File: src/rtl/ppw_pkg.sv
package ppw_pkg;

    localparam int SMP_W  = 32;
    localparam int WORD_W = 2 * SMP_W;

    // Packed RAM word: quadrature on top, in-phase below.
    typedef struct packed {
        logic [SMP_W-1:0] q;
        logic [SMP_W-1:0] i;
    } iq_word_t;

    // Which half of the ping-pong buffer is being filled.
    typedef enum logic {
        HALF_LOW  = 1'b0,
        HALF_HIGH = 1'b1
    } half_t;

    function automatic iq_word_t pack_iq(input logic [SMP_W-1:0] i_s,
                                         input logic [SMP_W-1:0] q_s);
        iq_word_t w;
        w.i = i_s;
        w.q = q_s;
        return w;
    endfunction

    function automatic int half_base(input half_t h, input int half_depth);
        return (h == HALF_HIGH) ? half_depth : 0;
    endfunction

endpackage

File: src/rtl/ppw_pps_edge.sv
module ppw_pps_edge #(
    parameter int SYNC_STAGES = 2
) (
    input  logic clk,
    input  logic rst,
    input  logic pps_async,
    output logic pps_edge
);

    // Stages 0..SYNC_STAGES-1 synchronise; the last stage delays for edge detection.
    logic [SYNC_STAGES:0] sync_q;

    always_ff @(posedge clk) begin
        if (rst) begin
            sync_q <= '0;
        end else begin
            sync_q <= {sync_q[SYNC_STAGES-1:0], pps_async};
        end
    end

    assign pps_edge = sync_q[SYNC_STAGES-1] & ~sync_q[SYNC_STAGES];

    AST_EDGE_SINGLE: assert property (@(posedge clk) disable iff (rst)
        pps_edge |=> !pps_edge);

endmodule

File: src/rtl/ppw_sequencer.sv
module ppw_sequencer
    import ppw_pkg::*;
#(
    parameter int HALF_DEPTH = 10000,   // must be at least 2
    parameter int ADDR_W     = $clog2(2 * HALF_DEPTH),
    localparam int CNT_W     = $clog2(HALF_DEPTH + 1)
) (
    input  logic              clk,
    input  logic              rst,
    input  logic              pps_edge,
    input  logic              smp_valid,
    output logic              fire,
    output logic [ADDR_W-1:0] wr_addr,
    output half_t             half_q,
    output logic [1:0]        done_q,
    output logic              armed_q
);

    localparam logic [CNT_W-1:0]  CNT_FULL = CNT_W'(HALF_DEPTH);
    localparam logic [CNT_W-1:0]  CNT_LAST = CNT_W'(HALF_DEPTH - 1);

    logic [CNT_W-1:0] cnt_q;
    logic [CNT_W-1:0] cur_cnt;
    logic [CNT_W-1:0] nxt_cnt;
    half_t            nxt_half;
    logic             nxt_armed;
    logic             room;
    logic [1:0]       done_d;
    logic [ADDR_W-1:0] base;

    always_comb begin
        nxt_armed = armed_q | pps_edge;
        if (pps_edge) begin
            nxt_half = armed_q ? half_t'(~half_q) : HALF_LOW;
            cur_cnt  = '0;
        end else begin
            nxt_half = half_q;
            cur_cnt  = cnt_q;
        end
        room    = (cur_cnt < CNT_FULL);
        fire    = nxt_armed & smp_valid & room;
        base    = ADDR_W'(half_base(nxt_half, HALF_DEPTH));
        wr_addr = base + ADDR_W'(cur_cnt);
        nxt_cnt = fire ? cur_cnt + 1'b1 : cur_cnt;

        done_d = done_q;
        if (pps_edge) begin
            done_d[nxt_half] = 1'b0;
        end
        if (fire && (cur_cnt == CNT_LAST)) begin
            done_d[nxt_half] = 1'b1;
        end
    end

    always_ff @(posedge clk) begin
        if (rst) begin
            armed_q <= 1'b0;
            half_q  <= HALF_LOW;
            cnt_q   <= '0;
            done_q  <= '0;
        end else begin
            armed_q <= nxt_armed;
            half_q  <= nxt_half;
            cnt_q   <= nxt_cnt;
            done_q  <= done_d;
        end
    end

    AST_HALF_ONLY_ON_EDGE: assert property (@(posedge clk) disable iff (rst)
        !$past(pps_edge) |-> $stable(half_q));

    AST_FULL_HOLDS: assert property (@(posedge clk) disable iff (rst)
        (cnt_q == CNT_FULL) && !pps_edge |=> (cnt_q == CNT_FULL));

    AST_DONE_CLEARS: assert property (@(posedge clk) disable iff (rst)
        pps_edge |=> !done_q[half_q]);

    AST_CNT_BOUNDED: assert property (@(posedge clk) disable iff (rst)
        cnt_q <= CNT_FULL);

endmodule

File: src/rtl/ppw_write_port.sv
module ppw_write_port
    import ppw_pkg::*;
#(
    parameter int ADDR_W = 15
) (
    input  logic              clk,
    input  logic              rst,
    input  logic              fire,
    input  logic [ADDR_W-1:0] wr_addr,
    input  logic [SMP_W-1:0]  smp_i,
    input  logic [SMP_W-1:0]  smp_q,
    output logic              ram_we,
    output logic [ADDR_W-1:0] ram_addr,
    output iq_word_t          ram_word
);

    always_ff @(posedge clk) begin
        if (rst) begin
            ram_we   <= 1'b0;
            ram_addr <= '0;
            ram_word <= '0;
        end else begin
            ram_we <= fire;
            if (fire) begin
                ram_addr <= wr_addr;
                ram_word <= pack_iq(smp_i, smp_q);
            end
        end
    end

    AST_WORD_LATCHED: assert property (@(posedge clk) disable iff (rst)
        ram_we |-> (ram_word.i == $past(smp_i)) && (ram_word.q == $past(smp_q)));

endmodule

File: src/rtl/pps_pingpong_writer.sv
module pps_pingpong_writer
    import ppw_pkg::*;
#(
    parameter int  HALF_DEPTH  = 10000,
    parameter int  SYNC_STAGES = 2,
    localparam int DEPTH       = 2 * HALF_DEPTH,
    localparam int ADDR_W      = $clog2(DEPTH)
) (
    input  logic              clk,
    input  logic              rst,
    input  logic              smp_valid,
    input  logic [31:0]       smp_i,
    input  logic [31:0]       smp_q,
    input  logic              pps_in,
    output logic              ram_we,
    output logic [ADDR_W-1:0] ram_addr,
    output logic [63:0]       ram_wdata,
    output logic              half_pps,
    output logic [1:0]        half_done
);

    logic              pps_edge;
    logic              fire;
    logic [ADDR_W-1:0] wr_addr;
    half_t             half_q;
    logic [1:0]        done_q;
    logic              armed_q;
    iq_word_t          ram_word;

    ppw_pps_edge #(
        .SYNC_STAGES (SYNC_STAGES)
    ) u_edge (
        .clk       (clk),
        .rst       (rst),
        .pps_async (pps_in),
        .pps_edge  (pps_edge)
    );

    ppw_sequencer #(
        .HALF_DEPTH (HALF_DEPTH),
        .ADDR_W     (ADDR_W)
    ) u_seq (
        .clk       (clk),
        .rst       (rst),
        .pps_edge  (pps_edge),
        .smp_valid (smp_valid),
        .fire      (fire),
        .wr_addr   (wr_addr),
        .half_q    (half_q),
        .done_q    (done_q),
        .armed_q   (armed_q)
    );

    ppw_write_port #(
        .ADDR_W (ADDR_W)
    ) u_wr (
        .clk      (clk),
        .rst      (rst),
        .fire     (fire),
        .wr_addr  (wr_addr),
        .smp_i    (smp_i),
        .smp_q    (smp_q),
        .ram_we   (ram_we),
        .ram_addr (ram_addr),
        .ram_word (ram_word)
    );

    assign ram_wdata = ram_word;
    assign half_pps  = half_q;
    assign half_done = done_q;

    AST_WE_NEEDS_VALID: assert property (@(posedge clk) disable iff (rst)
        ram_we |-> $past(smp_valid));

    AST_WE_NEEDS_ARM: assert property (@(posedge clk) disable iff (rst)
        ram_we |-> armed_q);

    AST_ADDR_IN_HALF: assert property (@(posedge clk) disable iff (rst)
        ram_we |-> (half_pps ? (int'(ram_addr) >= HALF_DEPTH && int'(ram_addr) < DEPTH)
                             : (int'(ram_addr) < HALF_DEPTH)));

    AST_ADDR_STEP: assert property (@(posedge clk) disable iff (rst)
        ram_we && $past(ram_we) && $stable(half_pps) && !$past(pps_edge)
        |-> ram_addr == $past(ram_addr) + 1'b1);

endmodule

File: config.mk
export PLATFORM = sky130hd
export DESIGN_NAME = pps_pingpong_writer
export DESIGN_NICKNAME = d
export VERILOG_FILES = /design/src/rtl/ppw_pkg.sv /design/src/rtl/ppw_pps_edge.sv /design/src/rtl/ppw_sequencer.sv /design/src/rtl/ppw_write_port.sv /design/src/rtl/pps_pingpong_writer.sv
export SDC_FILE = /design/constraint.sdc
export NUM_CORES = 1
export LEC_CHECK = 0
export ABC_AREA = 1
export CORE_MARGIN = 1.5
export CORE_UTILIZATION = 50
export CTS_CLUSTER_DIAMETER = 100
export CTS_CLUSTER_SIZE = 20
export DETAILED_ROUTE_END_ITERATION = 12
export DONT_BUFFER_PORTS = 1
export PLACE_DENSITY = 0.68
export SLEW_MARGIN = 20
export SYNTH_ARGS = -nofsm -noshare
export SYNTH_HDL_FRONTEND = slang
export SYNTH_SLANG_ARGS = --single-unit
File: constraint.sdc
create_clock -name clk -period 4.35 [get_ports clk]
set_input_delay 1.305 -clock clk [delete_from_list [all_inputs] [get_ports clk]]
set_output_delay 1.305 -clock clk [all_outputs]
set_load 0.02 [all_outputs]
==> implementation parameters <==
Parameter                              Value

Run status
  Outcome ... completed

Yosys
  Number of flip-flops and latches in the synthesized netlist ... 101
  Net Count, Synth ... 658
  Warnings from Yosys ... 0
  Post-Syn Area ... 0.00431 sq mm
  Avg Synthesized Cell Area ... 7.34 sq um
  Distinct cells, synth ... 29
  Gate count of the mapped netlist ... 587
  Sequential cell area fraction in the yosys report ... 0.469

Placement
  Placer congestion estimate ... 0.889
  HPWL after detailed placement ... 6.53 mm
  Cell area reported after detailed placement ... 0.00424 sq mm
  Port bufs ... 0

Layout
  Layout net count ... 641
  Commonest non-fill, non-tap cells in the layout ... sky130_fd_sc_hd__nor2_1 (175), sky130_fd_sc_hd__dfxtp_1 (101), sky130_fd_sc_hd__nand2_1 (83), sky130_fd_sc_hd__o21ai_0 (61), sky130_fd_sc_hd__nand3_1 (31)
  FF+latch area ... 0.00202 sq mm
  Most common cell after layout, fill and taps aside ... sky130_fd_sc_hd__nor2_1
  ANT cells ... 0
  Syn-to-layout area delta ... 2.67%
  Total area of multi-input combinational cells ... 0.00192 sq mm
  Layout filler cell count ... 816
  Total non-filler cell area in the finished layout ... 0.00442 sq mm
  Core utilization of the finished layout ... 0.533
  Layout cell share with drive strength beyond 1 ... 0.0626

Worst setup path
  Arrival time worst endpoint ... 2.90 ns
  Required time of the critical path ... 4.64 ns
  Cell with the biggest individual delay on the critical path ... sky130_fd_sc_hd__inv_2
  Worst path cell trace ... o21ai_0, nor2_1, nand2_2, inv_2, buf_4, nor2_1, nor2_1
  Critical path class ... in2reg
  Most frequent cell on the critical path ... sky130_fd_sc_hd__nor2_1
  Crit path max fanout ... 54
  CP endpoint kind ... flip-flop
  Max incr delay on CP ... 0.66 ns
  Kind of start point of the critical path ... input port

GRT
  Initial antenna violation count ... 0
  Vias in the first global route ... 3192
  Wire length of the first global-routing pass ... 14.5 mm
  Maximum number of pins on one net before global-route repair ... 83
  Total gr overflow ... 0
  Total routing usage reported by global routing ... 0.204

Floorplan
  Die width ... 95.8 microns
  Number of rows created at floorplan ... 33
  Top-level I/O count ... 151
  Vertical extent of the die ... 95.8 microns
  Initial Utilization ... 0.519
  Core footprint ... 0.00830 sq mm
  Die Area ... 0.00918 sq mm

STA
  Setup Skew ... 0.0107 ns
  Unrepaired setup endpoints after global routing ... no
  Minimum clock period ... 2.61 ns
  Worst slew slack as a fraction of its limit ... 0.395
  Measured slew at the worst slew-check pin ... 0.906 ns
  Post-Route Setup TNS ... 0 ns
  Number of max-slew violations in the final report ... 0
  Endpoints failing hold ... 0
  Number of failing setup endpoints in the final timing report ... 0
  Final critical-path share of the clock period ... 0.600
  Maximum clock rate ... 383 MHz

Run
  MaxCap Viol Count ... 0

Routing
  Routed Antenna Nets ... 0
  Number of DRC markers in iteration 0 ... 147
  Number of optimization iterations in the first detailed-route pass ... 5
  Remaining DRCs ... 0
  Routed wire length ... 9.59 mm
  Total vias in the final route ... 3586
  DR WL/cell ... 14.1 microns
  Post-detailed-route via-to-cell ratio ... 5.27

Pwr
  Sum of internal, switching and leakage power ... 1740 uW
  Areal power density over the cells ... 394 mW/mm^2
  Worst vdd rail ir drop ... 0.162 mV
  Leakage power ... 0.00179 uW

Clock tree
  CTS Buf Count ... 9
  Clock slew at the register clock pins of the worst setup and hold paths ... 0.09 ns
  Number of buffers on the longest clock path ... 2
  Cts hold-fix bufs ... 0
  Post-CTS Setup Bufs ... 0
  Insertion delay to the later sink of the worst-skew pair ... 0.36 ns
  H-tree depth ... 3
  PostCTS Resize Cnt ... 0
  Clock Sink Count ... 101
  TritonCTS clock tree ... done
  Cell chosen for the clock root ... sky130_fd_sc_hd__clkbuf_8

Worst hold path
  Hold Crit Class ... reg2reg
## sequential cells by signal (all words and copies together), names as in the netlist
| register | count |
|---|---|
| u_wr.ram_we | 1 |
| u_seq.cnt_q | 14 |
| u_seq.done_q | 2 |
| u_seq.half_q | 1 |
| u_edge.sync_q | 3 |
| u_wr.ram_word | 64 |
| u_seq.armed_q | 1 |
| u_wr.ram_addr | 15 |
## through the flow
stage / cells / hold slack (ns) / worst slack (ns)
after global routing: 680 / 0.427 / 1.44
after floorplan: 587 / 0.388 / 2.19
after CTS: 680 / 0.408 / 1.73
after global placement: 664 / 0.390 / 1.40
final: 680 / 0.403 / 1.74
after detailed placement: 664 / 0.395 / 1.35
## layer usage
layer / track usage / vias up / share of wire
met5: 0 / - / 0
met4: 0.0735 / 0 / 0.012
met3: 0.0735 / 11 / 0.093
met2: 0.359 / 137 / 0.48
met1: 0.225 / 1610 / 0.41
li1: - / 1828 / -
## Yosys cell counts
cell type / number / area, sq um
sky130_fd_sc_hd__inv_2: 5 / 18.8
sky130_fd_sc_hd__a211oi_2: 1 / 12.5
sky130_fd_sc_hd__nor3b_2: 2 / 25.0
sky130_fd_sc_hd__nor3_1: 1 / 5.00
sky130_fd_sc_hd__o21ai_0: 61 / 305
sky130_fd_sc_hd__nand2_2: 3 / 18.8
sky130_fd_sc_hd__xnor2_1: 3 / 26.3
sky130_fd_sc_hd__inv_1: 30 / 113
sky130_fd_sc_hd__nor3_4: 1 / 16.3
sky130_fd_sc_hd__buf_4: 5 / 37.5
sky130_fd_sc_hd__nand3_2: 1 / 10.0
sky130_fd_sc_hd__xor2_1: 9 / 78.8
sky130_fd_sc_hd__nand4_1: 5 / 31.3
sky130_fd_sc_hd__buf_6: 11 / 124
sky130_fd_sc_hd__buf_2: 6 / 30.0
sky130_fd_sc_hd__clkbuf_1: 10 / 37.5
sky130_fd_sc_hd__nand3_1: 31 / 155
sky130_fd_sc_hd__o21a_1: 2 / 15.0
sky130_fd_sc_hd__nor2_4: 2 / 22.5
sky130_fd_sc_hd__nor2b_1: 1 / 6.26
sky130_fd_sc_hd__nor2_2: 1 / 6.26
sky130_fd_sc_hd__a21oi_1: 18 / 90.1
sky130_fd_sc_hd__nand2_4: 1 / 11.3
sky130_fd_sc_hd__nand2_1: 83 / 312
sky130_fd_sc_hd__dfxtp_1: 101 / 2020
sky130_fd_sc_hd__a211oi_1: 3 / 22.5
sky130_fd_sc_hd__o21ai_1: 12 / 60.1
sky130_fd_sc_hd__ha_1: 3 / 37.5
sky130_fd_sc_hd__nor2_1: 175 / 657
## layout make-up
class                           count  share of cell area
Clock buffer                       10              0.0289
Clock inverter                      6              0.0125
Inverter                           35              0.0297
Multi-Input combinational cell    419               0.435
Sequential cell                   101               0.457
Tap cell                          105              0.0297
Timing Repair Buffer                4             0.00679
## critical path, delay by kind of cell
| kind | cells | cell delay [ns] |
|---|---|---|
| buf+inv | 2 | 1.10 |
| simple gates | 4 | 0.41 |
| compound gates | 1 | 0.06 |
## cells by family (layout without fill, tap and decap cells)
| family | count (synthesis) | in the layout | share of synthesized area |
|---|---|---|---|
| AO/OA/AOI/OAI | 97 | 97 | 0.117 |
| XOR/XNOR | 12 | 12 | 0.0244 |
| adder cells (fa/ha/maj) | 3 | 3 | 0.00872 |
| buffers and inverters | 67 | 55 | 0.0837 |
| flip-flops | 101 | 101 | 0.469 |
| AND/OR/NAND/NOR | 307 | 307 | 0.296 |
## path summary, 6_finish.rpt
kind                          startpoint                             end  slack (ns)  depth (start not counted)
min          u_edge.sync_q[0]$_SDFF_PP0_     u_edge.sync_q[1]$_SDFF_PP0_        0.40                          2
min reg2reg  u_edge.sync_q[0]$_SDFF_PP0_     u_edge.sync_q[1]$_SDFF_PP0_        0.40                          2
max reg2reg  u_edge.sync_q[1]$_SDFF_PP0_  u_wr.ram_word[34]$_SDFFE_PP0N_        1.78                         11
max                            smp_valid  u_wr.ram_word[34]$_SDFFE_PP0N_        1.74                          7
## where the power goes
group          internal [uW]  total [uW]  leakage, uW  switching, uW
Clock                    220         555    0.0000869            336
Sequential               973        1060     0.000823           87.8
Combinational           43.3         125     0.000880           81.3
Total                   1240        1740      0.00179            505
No activity file was read; power rests on OpenSTA's default activity.
